`src/rtl/rcf_pkg.sv`:
```
package rcf_pkg;

  typedef struct packed {
    logic sop;
    logic eop;
    logic err;
  } rcf_tag_t;

  // words written but not read, modulo the pointer range
  function automatic int unsigned fill_of(int unsigned wr, int unsigned rd,
                                          int unsigned ptr_w);
    return (wr - rd) & ((32'd1 << ptr_w) - 32'd1);
  endfunction

  // length counter that stops at its top value
  function automatic int unsigned sat_inc(int unsigned v, int unsigned w);
    int unsigned top;
    top = (32'd1 << w) - 32'd1;
    return (v >= top) ? top : v + 32'd1;
  endfunction

  // a packet is past the transfer length once its word count exceeds it
  function automatic logic past_cut(int unsigned words, int unsigned cut);
    return words > cut;
  endfunction

endpackage

```
`src/rtl/rcf_mem.sv`:
```
module rcf_mem
  import rcf_pkg::*;
#(
  parameter int DATA_W = 16,
  parameter int ADDR_W = 4
) (
  input  logic              clk,
  input  logic              wr_en,
  input  logic [ADDR_W-1:0] wr_addr,
  input  logic [DATA_W-1:0] wr_data,
  input  rcf_tag_t          wr_tag,
  input  logic              fix_en,
  input  logic [ADDR_W-1:0] fix_addr,
  input  logic [ADDR_W-1:0] rd_addr,
  output logic [DATA_W-1:0] rd_data,
  output rcf_tag_t          rd_tag
);
  localparam int DEPTH = 1 << ADDR_W;

  logic [DATA_W-1:0] data_q [DEPTH];
  rcf_tag_t          tag_q  [DEPTH];

  // one write per cycle: a new word, or closing the last stored word
  always_ff @(posedge clk) begin
    if (wr_en) begin
      data_q[wr_addr] <= wr_data;
      tag_q[wr_addr]  <= wr_tag;
    end else if (fix_en) begin
      tag_q[fix_addr].eop <= 1'b1;
      tag_q[fix_addr].err <= 1'b1;
    end
  end

  assign rd_data = data_q[rd_addr];
  assign rd_tag  = tag_q[rd_addr];
endmodule

```
`src/rtl/rcf_wr_ctl.sv`:
```
module rcf_wr_ctl
  import rcf_pkg::*;
#(
  parameter int ADDR_W = 4,
  parameter int CNT_W  = ADDR_W + 1
) (
  input  logic              clk,
  input  logic              rst_n,
  input  logic              in_valid,
  input  logic              in_sop,
  input  logic              in_eop,
  input  logic              in_drop,
  input  logic              full,
  input  logic [CNT_W-1:0]  cut_len,
  output logic [CNT_W-1:0]  wr_ptr,
  output logic [CNT_W-1:0]  cmt_ptr,
  output logic              mem_we,
  output logic              mem_fix,
  output logic [ADDR_W-1:0] fix_addr,
  output logic              evt_drop,
  output logic              evt_trunc,
  output logic              pkt_cut
);
  logic [CNT_W-1:0] wr_q, wr_d, cmt_q, cmt_d, base_q, base_d;
  logic [CNT_W-1:0] len_q, len_d, st_base, st_len, new_len;
  logic             cut_q, cut_d, disc_q, disc_d, st_cut, now_cut;

  assign st_base = in_sop ? wr_q : base_q;
  assign st_len  = in_sop ? '0 : len_q;
  assign st_cut  = in_sop ? 1'b0 : cut_q;
  assign new_len = CNT_W'(sat_inc(32'(st_len), CNT_W));
  assign now_cut = st_cut | past_cut(32'(new_len), 32'(cut_len));

  always_comb begin
    wr_d      = wr_q;
    cmt_d     = cmt_q;
    base_d    = base_q;
    len_d     = len_q;
    cut_d     = cut_q;
    disc_d    = disc_q;
    mem_we    = 1'b0;
    mem_fix   = 1'b0;
    evt_drop  = 1'b0;
    evt_trunc = 1'b0;
    if (in_valid) begin
      if (disc_q && !in_sop) begin
        if (in_eop) disc_d = 1'b0;
      end else if (full) begin
        evt_trunc = 1'b1;
        disc_d    = !in_eop;
        if (!in_sop) begin
          mem_fix = 1'b1;
          cmt_d   = wr_q;
        end
      end else begin
        mem_we = 1'b1;
        wr_d   = wr_q + CNT_W'(1);
        base_d = st_base;
        len_d  = new_len;
        cut_d  = now_cut;
        disc_d = 1'b0;
        if (in_eop) begin
          if (!now_cut && in_drop) begin
            wr_d     = st_base;
            evt_drop = 1'b1;
          end else begin
            cmt_d = wr_q + CNT_W'(1);
          end
        end else if (now_cut) begin
          cmt_d = wr_q + CNT_W'(1);
        end
      end
    end
  end

  always_ff @(posedge clk) begin
    if (!rst_n) begin
      wr_q   <= '0;
      cmt_q  <= '0;
      base_q <= '0;
      len_q  <= '0;
      cut_q  <= 1'b0;
      disc_q <= 1'b0;
    end else begin
      wr_q   <= wr_d;
      cmt_q  <= cmt_d;
      base_q <= base_d;
      len_q  <= len_d;
      cut_q  <= cut_d;
      disc_q <= disc_d;
    end
  end

  assign wr_ptr   = wr_q;
  assign cmt_ptr  = cmt_q;
  assign fix_addr = wr_q[ADDR_W-1:0] - ADDR_W'(1);
  assign pkt_cut  = cut_q;
endmodule

```
`src/rtl/rcf_pause.sv`:
```
module rcf_pause #(
  parameter int CNT_W = 5
) (
  input  logic             clk,
  input  logic             rst_n,
  input  logic [CNT_W-1:0] fill,
  input  logic [CNT_W-1:0] hi_mark,
  input  logic [CNT_W-1:0] lo_mark,
  output logic             pause_req,
  output logic             resume_req
);
  logic paused_q;

  assign pause_req  = !paused_q && (fill >= hi_mark);
  assign resume_req = paused_q && (fill < lo_mark);

  always_ff @(posedge clk) begin
    if (!rst_n)          paused_q <= 1'b0;
    else if (pause_req)  paused_q <= 1'b1;
    else if (resume_req) paused_q <= 1'b0;
  end
endmodule

```
`src/rtl/rx_cut_fifo.sv`:
```
module rx_cut_fifo
  import rcf_pkg::*;
#(
  parameter int DATA_W = 16,
  parameter int ADDR_W = 4
) (
  input  logic              clk,
  input  logic              rst_n,
  input  logic [ADDR_W:0]   cfg_hi_mark,
  input  logic [ADDR_W:0]   cfg_lo_mark,
  input  logic [ADDR_W:0]   cfg_cut_len,
  input  logic              mac_valid,
  input  logic [DATA_W-1:0] mac_data,
  input  logic              mac_sop,
  input  logic              mac_eop,
  input  logic              mac_drop,
  output logic              sys_valid,
  input  logic              sys_ready,
  output logic [DATA_W-1:0] sys_data,
  output logic              sys_sop,
  output logic              sys_eop,
  output logic              sys_err,
  output logic              pause_req,
  output logic              resume_req
);
  localparam int CNT_W = ADDR_W + 1;
  localparam int DEPTH = 1 << ADDR_W;

  logic [CNT_W-1:0]  wr_ptr, cmt_ptr, rd_q, fill;
  logic              full, pop, mem_we, mem_fix, evt_drop, evt_trunc, pkt_cut;
  logic [ADDR_W-1:0] fix_addr;
  rcf_tag_t          wr_tag, rd_tag;

  assign fill      = CNT_W'(fill_of(32'(wr_ptr), 32'(rd_q), CNT_W));
  assign full      = (fill == CNT_W'(DEPTH));
  assign sys_valid = (rd_q != cmt_ptr);
  assign pop       = sys_valid && sys_ready;
  assign wr_tag    = '{sop: mac_sop, eop: mac_eop, err: 1'b0};

  rcf_wr_ctl #(.ADDR_W(ADDR_W), .CNT_W(CNT_W)) wr_ctl_i (
    .clk(clk), .rst_n(rst_n),
    .in_valid(mac_valid), .in_sop(mac_sop), .in_eop(mac_eop), .in_drop(mac_drop),
    .full(full), .cut_len(cfg_cut_len),
    .wr_ptr(wr_ptr), .cmt_ptr(cmt_ptr),
    .mem_we(mem_we), .mem_fix(mem_fix), .fix_addr(fix_addr),
    .evt_drop(evt_drop), .evt_trunc(evt_trunc), .pkt_cut(pkt_cut)
  );

  rcf_mem #(.DATA_W(DATA_W), .ADDR_W(ADDR_W)) mem_i (
    .clk(clk),
    .wr_en(mem_we), .wr_addr(wr_ptr[ADDR_W-1:0]), .wr_data(mac_data), .wr_tag(wr_tag),
    .fix_en(mem_fix), .fix_addr(fix_addr),
    .rd_addr(rd_q[ADDR_W-1:0]), .rd_data(sys_data), .rd_tag(rd_tag)
  );

  rcf_pause #(.CNT_W(CNT_W)) pause_i (
    .clk(clk), .rst_n(rst_n), .fill(fill),
    .hi_mark(cfg_hi_mark), .lo_mark(cfg_lo_mark),
    .pause_req(pause_req), .resume_req(resume_req)
  );

  always_ff @(posedge clk) begin
    if (!rst_n)   rd_q <= '0;
    else if (pop) rd_q <= rd_q + CNT_W'(1);
  end

  assign sys_sop = rd_tag.sop;
  assign sys_eop = rd_tag.eop;
  assign sys_err = rd_tag.err;
endmodule

```
`config.mk`:
```
export PLATFORM = sky130hd
export DESIGN_NAME = rx_cut_fifo
export DESIGN_NICKNAME = d
export VERILOG_FILES = /design/src/rtl/rcf_pkg.sv /design/src/rtl/rcf_mem.sv /design/src/rtl/rcf_wr_ctl.sv /design/src/rtl/rcf_pause.sv /design/src/rtl/rx_cut_fifo.sv
export SDC_FILE = /design/constraint.sdc
export NUM_CORES = 1
export LEC_CHECK = 0
export BUFFER_PORTS_ARGS = -buffer_cell sky130_fd_sc_hd__buf_4
export CAP_MARGIN = 20
export CORE_ASPECT_RATIO = 0.8
export CORE_UTILIZATION = 50
export DETAILED_ROUTE_END_ITERATION = 8
export PLACE_DENSITY = 0.72
export SLEW_MARGIN = 15
export SYNTH_ARGS = -nofsm -noshare
export SYNTH_HDL_FRONTEND = slang
export SYNTH_SLANG_ARGS = --single-unit
```
`constraint.sdc`:
```
create_clock -name clk -period 10.3 [get_ports clk]
set_clock_uncertainty 0.2 [all_clocks]
set_input_delay 1.03 -clock clk [delete_from_list [all_inputs] [get_ports clk]]
set_output_delay 1.03 -clock clk [all_outputs]
set_load 0.02 [all_outputs]
```
**Yosys cells after proc, flatten, opt, wreduce, memory -nomap -nowiden**

Memories as Yosys holds them, arrays and structs flattened. A register that Yosys moved wholly into a read port is not among the register bits.
Index checks and enable logic that the tools add are counted.

- Memories kept: 2
- Input port bits: 38
- Output and inout bits: 22
- Flip-flop bits (word level): 28
- RAM bits: 304
- Logic and storage cells: 77

Memories:

| name | depth | bits a word | rd ports | clocked after Yosys merged registers in | wr ports | RTL line | source |
|---|---|---|---|---|---|---|---|
| mem_i.data_q | 16 | 16 | 1 | 1 | 1 | rcf_mem.sv:20 | `logic [DATA_W-1:0] data_q [DEPTH];` |
| mem_i.tag_q | 16 | 3 | 1 | 1 | 1 | rcf_mem.sv:21 | `rcf_tag_t tag_q [DEPTH];` |

- Bitwise gates (word level): 3
- Order comparisons: 4
- Add/subtract/negate cells: 5
- Reductions and logical operators: 15
- Muxes and demuxes: 35
- Equality and inequality tests: 5

Operators with widths:

| operator | count |
|---|---|
| 2-to-1 mux 5 bit | 10 |
| 2-to-1 mux 4 bit | 5 |
| 2-to-1 mux 1 bit | 18 |
| adder 5 x 1 -> 5 bit (second input constant) | 3 |
| equality test 5 bit (second input constant) | 1 |
| greater-or-equal comparator 5 bit | 1 |
| greater-or-equal comparator 5 bit (second input constant) | 1 |
| > comparator 5 bit | 1 |
| logical AND 1 bit | 5 |
| < comparator 5 bit | 1 |
| != test 5 bit | 1 |
| AND reduction 5 bit | 1 |
| subtractor 5 bit | 1 |
| zero test 1 bit | 4 |
| != test 2 bit (second input constant) | 2 |
| subtractor 4 x 1 -> 4 bit (second input constant) | 1 |
| 2-to-1 mux 3 bit | 1 |
| != test 3 bit (second input constant) | 1 |
| AND reduction 3 bit | 1 |
| nonzero test 3 bit | 1 |
| OR reduction 3 bit | 1 |
| 2-to-1 mux 2 bit | 1 |
| inverter 1 bit | 2 |
| AND reduction 2 bit | 1 |
| other kinds (2) | 2 |

**Logic depth before layout (Yosys ltp)**

Gate-level depths: netlist of run 1.

- Word-level depth: 10
- Mapped depth: 16
- Gate-level depth less buffers: 13

**Hierarchy**

Synthesis of run 1 repeated with hierarchy kept, for this count alone.

- Cells, all modules: 841
- Area, all modules: 13,993.4 sq um

Modules (own cells, without submodules):

| module | seq. area each (sq um) | area each (sq um) | cells an instance | times used |
|---|---|---|---|---|
| rcf_mem | 9,128.8 | 11,752.5 | 548 | 1 |
| rcf_wr_ctl | 440.4 | 1,417.6 | 184 | 1 |
| rx_cut_fifo | 100.1 | 551.8 | 71 | 1 |
| rcf_pause | 20.0 | 271.5 | 38 | 1 |

**Least setup slack after synthesis of run 1**

Ideal clock, no wire load.

- Path kind: input to register
- Start: input mac_sop
- End: register wr_ctl_i.wr_q[2] (netlist: wr_ctl_i.wr_ptr[2])
- Arrival: 4,358 ps
- Setup time: 119 ps
- Required time: 9,981 ps
- Buffers on the path: 3
- Setup slack: 5,623 ps
- Stages on the path: 16
- Cells stage by stage: clkbuf_1 > clkbuf_1 > nor2b_1 > ha_1 > and4_1 > ha_1 > a31oi_1 > o21ai_0 > ha_1 > nand4_1 > or2_2 > a21oi_1 > clkbuf_1 > mux2i_1 > nor2_1 > o221a_2

- Longest elaborated chain between the ends: 9
- Elaborated cells on any way between the ends: 16
- Classes of those cells: 1 x add/sub; 2 x order compare; 6 x mux; 2 x bitwise; 5 x reduce/logical

Ends and longest elaborated chain:

| item | RTL line | source |
|---|---|---|
| start: declaration | rx_cut_fifo.sv:14 | `input logic mac_sop,` |
| 2-to-1 mux 5 bit (*) | rcf_wr_ctl.sv:29 | `assign st_len = in_sop ? '0 : len_q;` |
| adder 5 x 1 -> 5 bit or greater-or-equal comparator 5 bit (tied branches) | rcf_pkg.sv:19 | `return (v >= top) ? top : v + 32'd1;` |
| 2-to-1 mux 5 bit (*) | rcf_pkg.sv:19 |  |
| via wr_ctl_i.new_len[2] | rcf_wr_ctl.sv:25 | `logic [CNT_W-1:0] len_q, len_d, st_base, st_len, new_len;` |
| > comparator 5 bit (*) | rcf_pkg.sv:24 | `return words > cut;` |
| OR 1 bit (*) | rcf_wr_ctl.sv:32 | `assign now_cut = st_cut \| past_cut(32'(new_len), 32'(cut_len));` |
| zero test 1 bit (*) | rcf_wr_ctl.sv:63 | `if (!now_cut && in_drop) begin` |
| logical AND 1 bit (*) | rcf_wr_ctl.sv:63 |  |
| 2-to-1 mux 5 bit (*) | rcf_wr_ctl.sv:63 |  |
| 2-to-1 mux 5 bit (*) | rcf_wr_ctl.sv:62 | `if (in_eop) begin` |
| end signal: assignment | rcf_wr_ctl.sv:85 | `wr_q <= wr_d;` |
| end: declaration | rcf_wr_ctl.sv:24 | `logic [CNT_W-1:0] wr_q, wr_d, cmt_q, cmt_d, base_q, base_d;` |

The timed path passes the listed nets; every way through them passes the cells marked *.
A chain may end at the register's enable or synchronous reset.

**Worst setup path in the final report of run 1**

- Start: register wr_ctl_i.wr_q[0] (netlist: wr_ctl_i.wr_ptr[0])
- End: output resume_req

- Longest elaborated chain between the ends: 3

Ends and longest elaborated chain:

| item | RTL line | source |
|---|---|---|
| subtractor 5 bit | rcf_pkg.sv:12 | `return (wr - rd) & ((32'd1 << ptr_w) - 32'd1);` |
| < comparator 5 bit | rcf_pause.sv:15 | `assign resume_req = paused_q && (fill < lo_mark);` |
| logical AND 1 bit | rcf_pause.sv:15 |  |
| end: declaration | rx_cut_fifo.sv:24 | `output logic resume_req` |

No other way between the ends.

==> results.cfg, run 1 <==
[drt]
wl_per_cell_um = 22.6
drc_errors = 0
antenna_left = 0
wl_um = 28200
drtPass1Iterations = 5
post_drt_via_cell_ratio = 5.81
overall_via_count_from_detail_route = 7246
detailedRoute.firstIterationViolations = 820

[floorplanning]
chipHeight_um = 152
ios = 60
placementRows = 54
dieWidth_um = 189
design.core.area_um2 = 27400
dieArea_um2 = 28700
initial_core_util_pct = 51.2

[synth]
synth_top_flop_cell = edfxtp_1
postSynthRegisterBits = 336
synth.net_count = 848
yosysSeqAreaShare_pct = 69.8
synthCells = 783
syn_area_per_cell_um2 = 17.9
netlist_area_um2 = 14000
asyncSetResetFlopFracSynth_pct = 0
synthesis.yosys.warnings = 0
synth-edff-count = 304
yosys.cell_types.count = 56

[worst_setup_path]
criticalPathCategory = flip-flop to output pin
worstPathRequired_ns = 9.07
setup.worst_path.end_class = output pin
worst_r2r_endpoint = mem_i.data_q[4][1]$_DFFE_PP_
worstPathMaxFanout = 13
startpoint_type = flip-flop
reg2reg_setup_slack_ns = 5.63
timing.critical_path.arrival_ns = 3.53
rr_startpoint = wr_ctl_i.wr_ptr[0]$_SDFFE_PN0P_
reg2regPathDepth = 10

[power_and_ir_drop]
total_switching_power_mw = 1.06
combPwrFrac_pct = 24.6
clock_power_share_pct = 31.0
p_leak_nw = 5.27
seq_power_share_pct = 44.5
p_int_mw = 2.65
power.density_nw_per_um2 = 232
max-vdd-ir-drop_v = 0.000107
netSwitchingFraction_pct = 28.5

[grt]
grt_util_all_layers_pct = 20.2
grt_start_max_net_pins = 77
first_global_vias = 7178
grt_antenna_before_repair = 0
grt_overflow = 0
grt_first_pass_wirelength_um = 42800

[timing]
tns_ns = 0
timing_worst_slew_pin_value_ns = 1.16
max_freq_mhz = 210
setup-violations-final = 0
relSlewSlack_pct = 22.6
fin_worst_hold_slack_ns = 0.274
post-route-period-util_pct = 46.2
final_hold_viol_count = 0
final.min_clock_period_ns = 4.76
rsz0062_at_grt = false
final-max-slew-violation-count = 0

[clock_tree]
tritoncts_buffers = 34
numClockSinks = 336
clk_root_buffer_cell = clkbuf_16
post-cts-setup-buffers = 0
post_cts_resize_count = 0
cts-root-to-sink-buffers = 3
clock_network_latency_to_the_later_pin_of_the_worst_skew_pair_ns = 0.51
cts.reportedPaths.clkPinSlew_ns = 0.06
tritoncts_clock_tree = yes
holdBufCountCts = 0
htreeDepth = 2

[final_layout]
antennaDiodeCount = 0
syn_to_final_growth_pct = 14.2
regArea_um2 = 9780
multi_input_area_um2 = 4040
final_layout_size_suffix_gt1_share_pct = 28.4
filler_cell_count = 2024
post_layout_nonfiller_instances = 1247
design.final.nets = 923

[placement]
place_congestion = 0.824
place.port_buffers = 59
post-dp-hpwl_um = 16300
numPlacedInstances = 1179

[hold_path]
timing.hold.worst.start = wr_ctl_i.base_q[0]$_SDFFE_PN0P_
whs_endpoint = wr_ctl_i.base_q[0]$_SDFFE_PN0P_
min-delay-path-class = flip-flop to flip-flop
min_delay_path_depth = 2

[flow_run]
max_cap_viol_count = 0

[status]
outcome = finished, final reports clean
[cell usage after synthesis (all sizes together), types with 2 or more instances]
cell type	count	area (um2)
xnor2	10	87.6
or3b	3	26.3
nor2b	3	18.8
xor2	6	52.6
nand3	15	80.1
edfxtp	304	9130
and2	6	37.5
a22oi	3	32.5
a211oi	4	30.0
nor3	15	80.1
a311oi	4	35.0
inv	28	105
or2	2	12.5
o21ai	15	75.1
nand2	29	109
ha	26	325
and3	4	25.0
a21oi	21	105
a21o	6	45.0
buf	11	55.1
mux4	95	2140
o31ai	2	15.0
clkbuf	24	91.3
nand2b	9	56.3
mux2i	7	73.8
or3	3	23.8
a21boi	2	15.0
nor4	3	18.8
nand4	6	37.5
nor2	70	265
dfxtp	32	641
[worst max-delay path, cell delays in order, from the launching register on]
cell and delay [ns]:
dfxtp_1 0.58, inv_1 0.31, ha_1 0.28, inv_1 0.08, fa_1 0.44, ha_1 0.29
a21boi_0 0.12, o21a_1 0.17, o21ai_0 0.14, nand2b_1 0.08, a211oi_1 0.32, buf_4 0.21
[flip-flops by register name, summed over array words and instances, names as in the netlist, named ones only]
name              flops
mem_i.data_q        256
mem_i.tag_q          48
rd_q                  5
wr_ctl_i.base_q       5
wr_ctl_i.cmt_ptr      5
wr_ctl_i.len_q        5
wr_ctl_i.wr_ptr       5
pause_i.paused_q      1
wr_ctl_i.disc_q       1
wr_ctl_i.pkt_cut      1
[area by class of cell]
class | instances | area share [%]
clock buffers | 40 | 5.46
clock inverters | 21 | 0.939
inverters | 28 | 0.657
multi-input cells | 384 | 25.2
flip-flops and latches | 336 | 61.1
well taps | 364 | 2.85
repair buffers | 74 | 3.75
[metrics by stage]
stage,total power [mW],util (%),worst slack [ns],instance area [um2]
2_1_floorplan,2.32,-,5.62,14000
3_3_place_gp,2.58,54.4,5.39,14900
3_5_place_dp,2.59,54.4,5.28,14900
4_1_cts,3.74,58.1,5.46,15900
5_1_grt,3.87,58.5,5.35,16000
6_report,3.71,58.5,5.54,16000
[power groups by stage]
stage | logic [mW] | registers, mW | clock network (mW)
floorplan | 0.707 | 1.61 | 0
finish | 0.911 | 1.65 | 1.15
global placement | 0.904 | 1.68 | 0
CTS | 0.920 | 1.65 | 1.17
global route | 0.987 | 1.66 | 1.22
detailed placement | 0.913 | 1.68 | 0
[how the worst max path moves through the flow]
stage | start | end
finish | wr_ctl_i.wr_ptr[0]$_SDFFE_PN0P_ | resume_req
global route | mac_sop | wr_ctl_i.wr_ptr[2]$_SDFFE_PN0P_
CTS | flip-flop | sys_data[10]
detailed placement | mac_sop | wr_ctl_i.wr_ptr[2]$_SDFFE_PN0P_
global placement | mac_sop | wr_ctl_i.wr_ptr[2]$_SDFFE_PN0P_
floorplan | mac_sop | wr_ctl_i.wr_ptr[2]$_SDFFE_PN0P_
[routing by layer]
layer	up-vias	global-route usage [%]	wire, um	part of all wire, %
li1	3270	-	-	-
met1	3727	29.7	12800	45
met2	217	31.3	13100	46
met3	32	4.12	1920	6.8
met4	0	4.44	389	1.4
met5	-	0	0	0
[logic make-up after synthesis]
group | share of synthesized area [%]
flip-flops | 69.8
XOR/XNOR | 1.00
adder cells (fa/ha/maj) | 2.47
AND/OR/NAND/NOR | 5.77
AO/OA/AOI/OAI | 3.31
buffers and inverters | 1.80
multiplexers | 15.9
[cells in the final DEF, fill, tap and decap left out, drive strengths merged, types with 2 or more instances in the layout]
master / count
a211oi: 4
a21o: 6
nor2: 70
ha: 26
inv: 31
clkbuf: 40
xor2: 6
nor4: 3
a22oi: 3
mux2i: 7
mux4: 95
a21boi: 2
o31ai: 2
nand2b: 9
xnor2: 10
a311oi: 4
o21ai: 15
nand4: 6
nor2b: 3
nand3: 15
or2: 2
a21oi: 21
clkinv: 16
and3: 4
edfxtp: 304
buf: 74
and2: 6
or3b: 3
nand2: 29
or3: 3
dfxtp: 32
nor3: 15
Power figures use the tool's default switching activity.
==> run 2: changes to the inputs <==
clock period = 4.8 ns   (was 10.3 ns; I/O delays follow)
==> run 2 against run 1 <==
Compared with the run above: sequential power grew 110%; clock-buffer cell count shrank 2; core utilization grew 0.14 points; setup slack lost 5.0 ns; register-to-register slack lost 5.1 ns.
==> results.cfg, run 2 (synthesis results as in run 1) <==
[status]
outcome = finished, final reports clean

[drt]
drc_errors = 0
wl_per_cell_um = 23.0
overall_via_count_from_detail_route = 7337
wl_um = 28900
antenna_left = 0
post_drt_via_cell_ratio = 5.84
detailedRoute.firstIterationViolations = 804
drtPass1Iterations = 5

[timing]
rsz0062_at_grt = false
final.min_clock_period_ns = 4.28
final-max-slew-violation-count = 0
setup-violations-final = 0
tns_ns = 0
max_freq_mhz = 234
relSlewSlack_pct = 38.1
fin_worst_hold_slack_ns = 0.0392
final_hold_viol_count = 0
timing_worst_slew_pin_value_ns = 0.929
post-route-period-util_pct = 89.2

[final_layout]
most_flop_heavy_register = mem_i.data_q
antennaDiodeCount = 0
layout_commonest_cell = edfxtp_1
top_regs = mem_i.data_q x256, mem_i.tag_q x48
design.final.nets = 937
fin_area_um2 = 16000
regArea_um2 = 9780
layout_common_cells = edfxtp_1, mux4_2, buf_4, nor2_1, clkbuf_16
syn_to_final_growth_pct = 14.5
filler_cell_count = 2034
multi_input_area_um2 = 4040
largest_reg_flops = 256
final_layout_size_suffix_gt1_share_pct = 29.3

[power_and_ir_drop]
p_leak_nw = 5.32
power.density_nw_per_um2 = 494
max-vdd-ir-drop_v = 0.000308

[floorplanning]
initial_core_util_pct = 51.2
chipHeight_um = 152
dieArea_um2 = 28700
placementRows = 54
dieWidth_um = 189
design.core.area_um2 = 27400
ios = 60

[worst_setup_path]
worst-path-buf-inv = 3
setup.worst_path.end_class = flip-flop
crit_chain = inv_1, ha_1, inv_1, fa_1, xor2_1, or3b_1, a221oi_4, nor2_2, nand2_1, nor2_2, buf_4
criticalPathCategory = flip-flop to flip-flop
cp_slowest_cell = nor2_2
cp_top_family = simple AND/OR/NAND/NOR gates
worstPathRequired_ns = 4.85
timing.critical_path.arrival_ns = 4.33
startpoint_type = flip-flop
slowest_delay_ns = 0.71
worstPathMaxFanout = 19

[clock_tree]
tritoncts_clock_tree = yes
tritoncts_buffers = 31
holdBufCountCts = 0
post_cts_resize_count = 0
htreeDepth = 1
post-cts-setup-buffers = 0
cts-root-to-sink-buffers = 3
numClockSinks = 336
clk_root_buffer_cell = clkbuf_16
cts.reportedPaths.clkPinSlew_ns = 0.06
clock_network_latency_to_the_later_pin_of_the_worst_skew_pair_ns = 0.55

[placement]
dpl-instance-area_um2 = 15100
place.port_buffers = 59
place_congestion = 0.839
post-dp-hpwl_um = 18400

[grt]
grt_first_pass_wirelength_um = 45200
first_global_vias = 7325
grt_overflow = 0
grt_util_all_layers_pct = 21.3
grt_antenna_before_repair = 0
grt_start_max_net_pins = 41

[hold_path]
min-delay-path-class = primary input to flip-flop

[flow_run]
max_cap_viol_count = 0
-- run 2: cell count changes in the layout (fill, tap and decap cells not counted), moves of 2 or more --
| cell | before | now |
|---|---|---|
| bufinv_16 | 1 | 3 |
| buf_6 | 2 | 0 |
| clkinv_1 | 7 | 5 |
| buf_4 | 67 | 90 |
| clkbuf_16 | 34 | 31 |
| buf_8 | 5 | 0 |
| clkinv_2 | 7 | 5 |
-- run 2: area by class of cell --
cell class              count  area share [%]
inverters                  28           0.655
repair buffers             91            4.34
clock inverters            16           0.991
flip-flops and latches    336            61.0
well taps                 364            2.84
clock buffers              38            5.00
multi-input cells         384            25.2
-- run 2: metrics by stage --
step	power, mW	util (%)	std cells	setup WS (ns)
3_5_place_dp	5.65	55.1	1203	0.551
4_1_cts	8.00	58.6	1257	0.505
2_1_floorplan	4.97	-	783	0.496
5_1_grt	8.28	58.6	1257	0.105
3_3_place_gp	5.63	55.1	1203	0.722
6_report	7.92	58.6	1257	0.521
-- run 2: metal layers --
layer  track usage (%)  up-vias  routed length, um
met4              4.03        0                404
met2              32.6      262              13100
met1              32.8     3754              13300
li1                  -     3289                  -
met3              3.41       32               2180
met5                 0        -                  0
-- run 2: worst paths after layout --
path	slack, ns	from	to	cells after the start
worst max-delay path	0.52	wr_ctl_i.wr_ptr[0]$_SDFFE_PN0P_	mem_i.data_q[9][15]$_DFFE_PP_	11
worst min-delay path	0.04	mac_data[9]	mem_i.data_q[5][9]$_DFFE_PP_	1
worst max register to register	0.52	wr_ctl_i.wr_ptr[0]$_SDFFE_PN0P_	mem_i.data_q[9][15]$_DFFE_PP_	11
worst min register to register	0.28	wr_ctl_i.base_q[1]$_SDFFE_PN0P_	wr_ctl_i.base_q[1]$_SDFFE_PN0P_	2
-- run 2: where the power goes --
part / switching (mW) / total (mW) / internal (mW)
clock network: 1.02 / 2.36 / 1.34
logic: 1.04 / 2.04 / 1.00
registers: 0.168 / 3.52 / 3.35
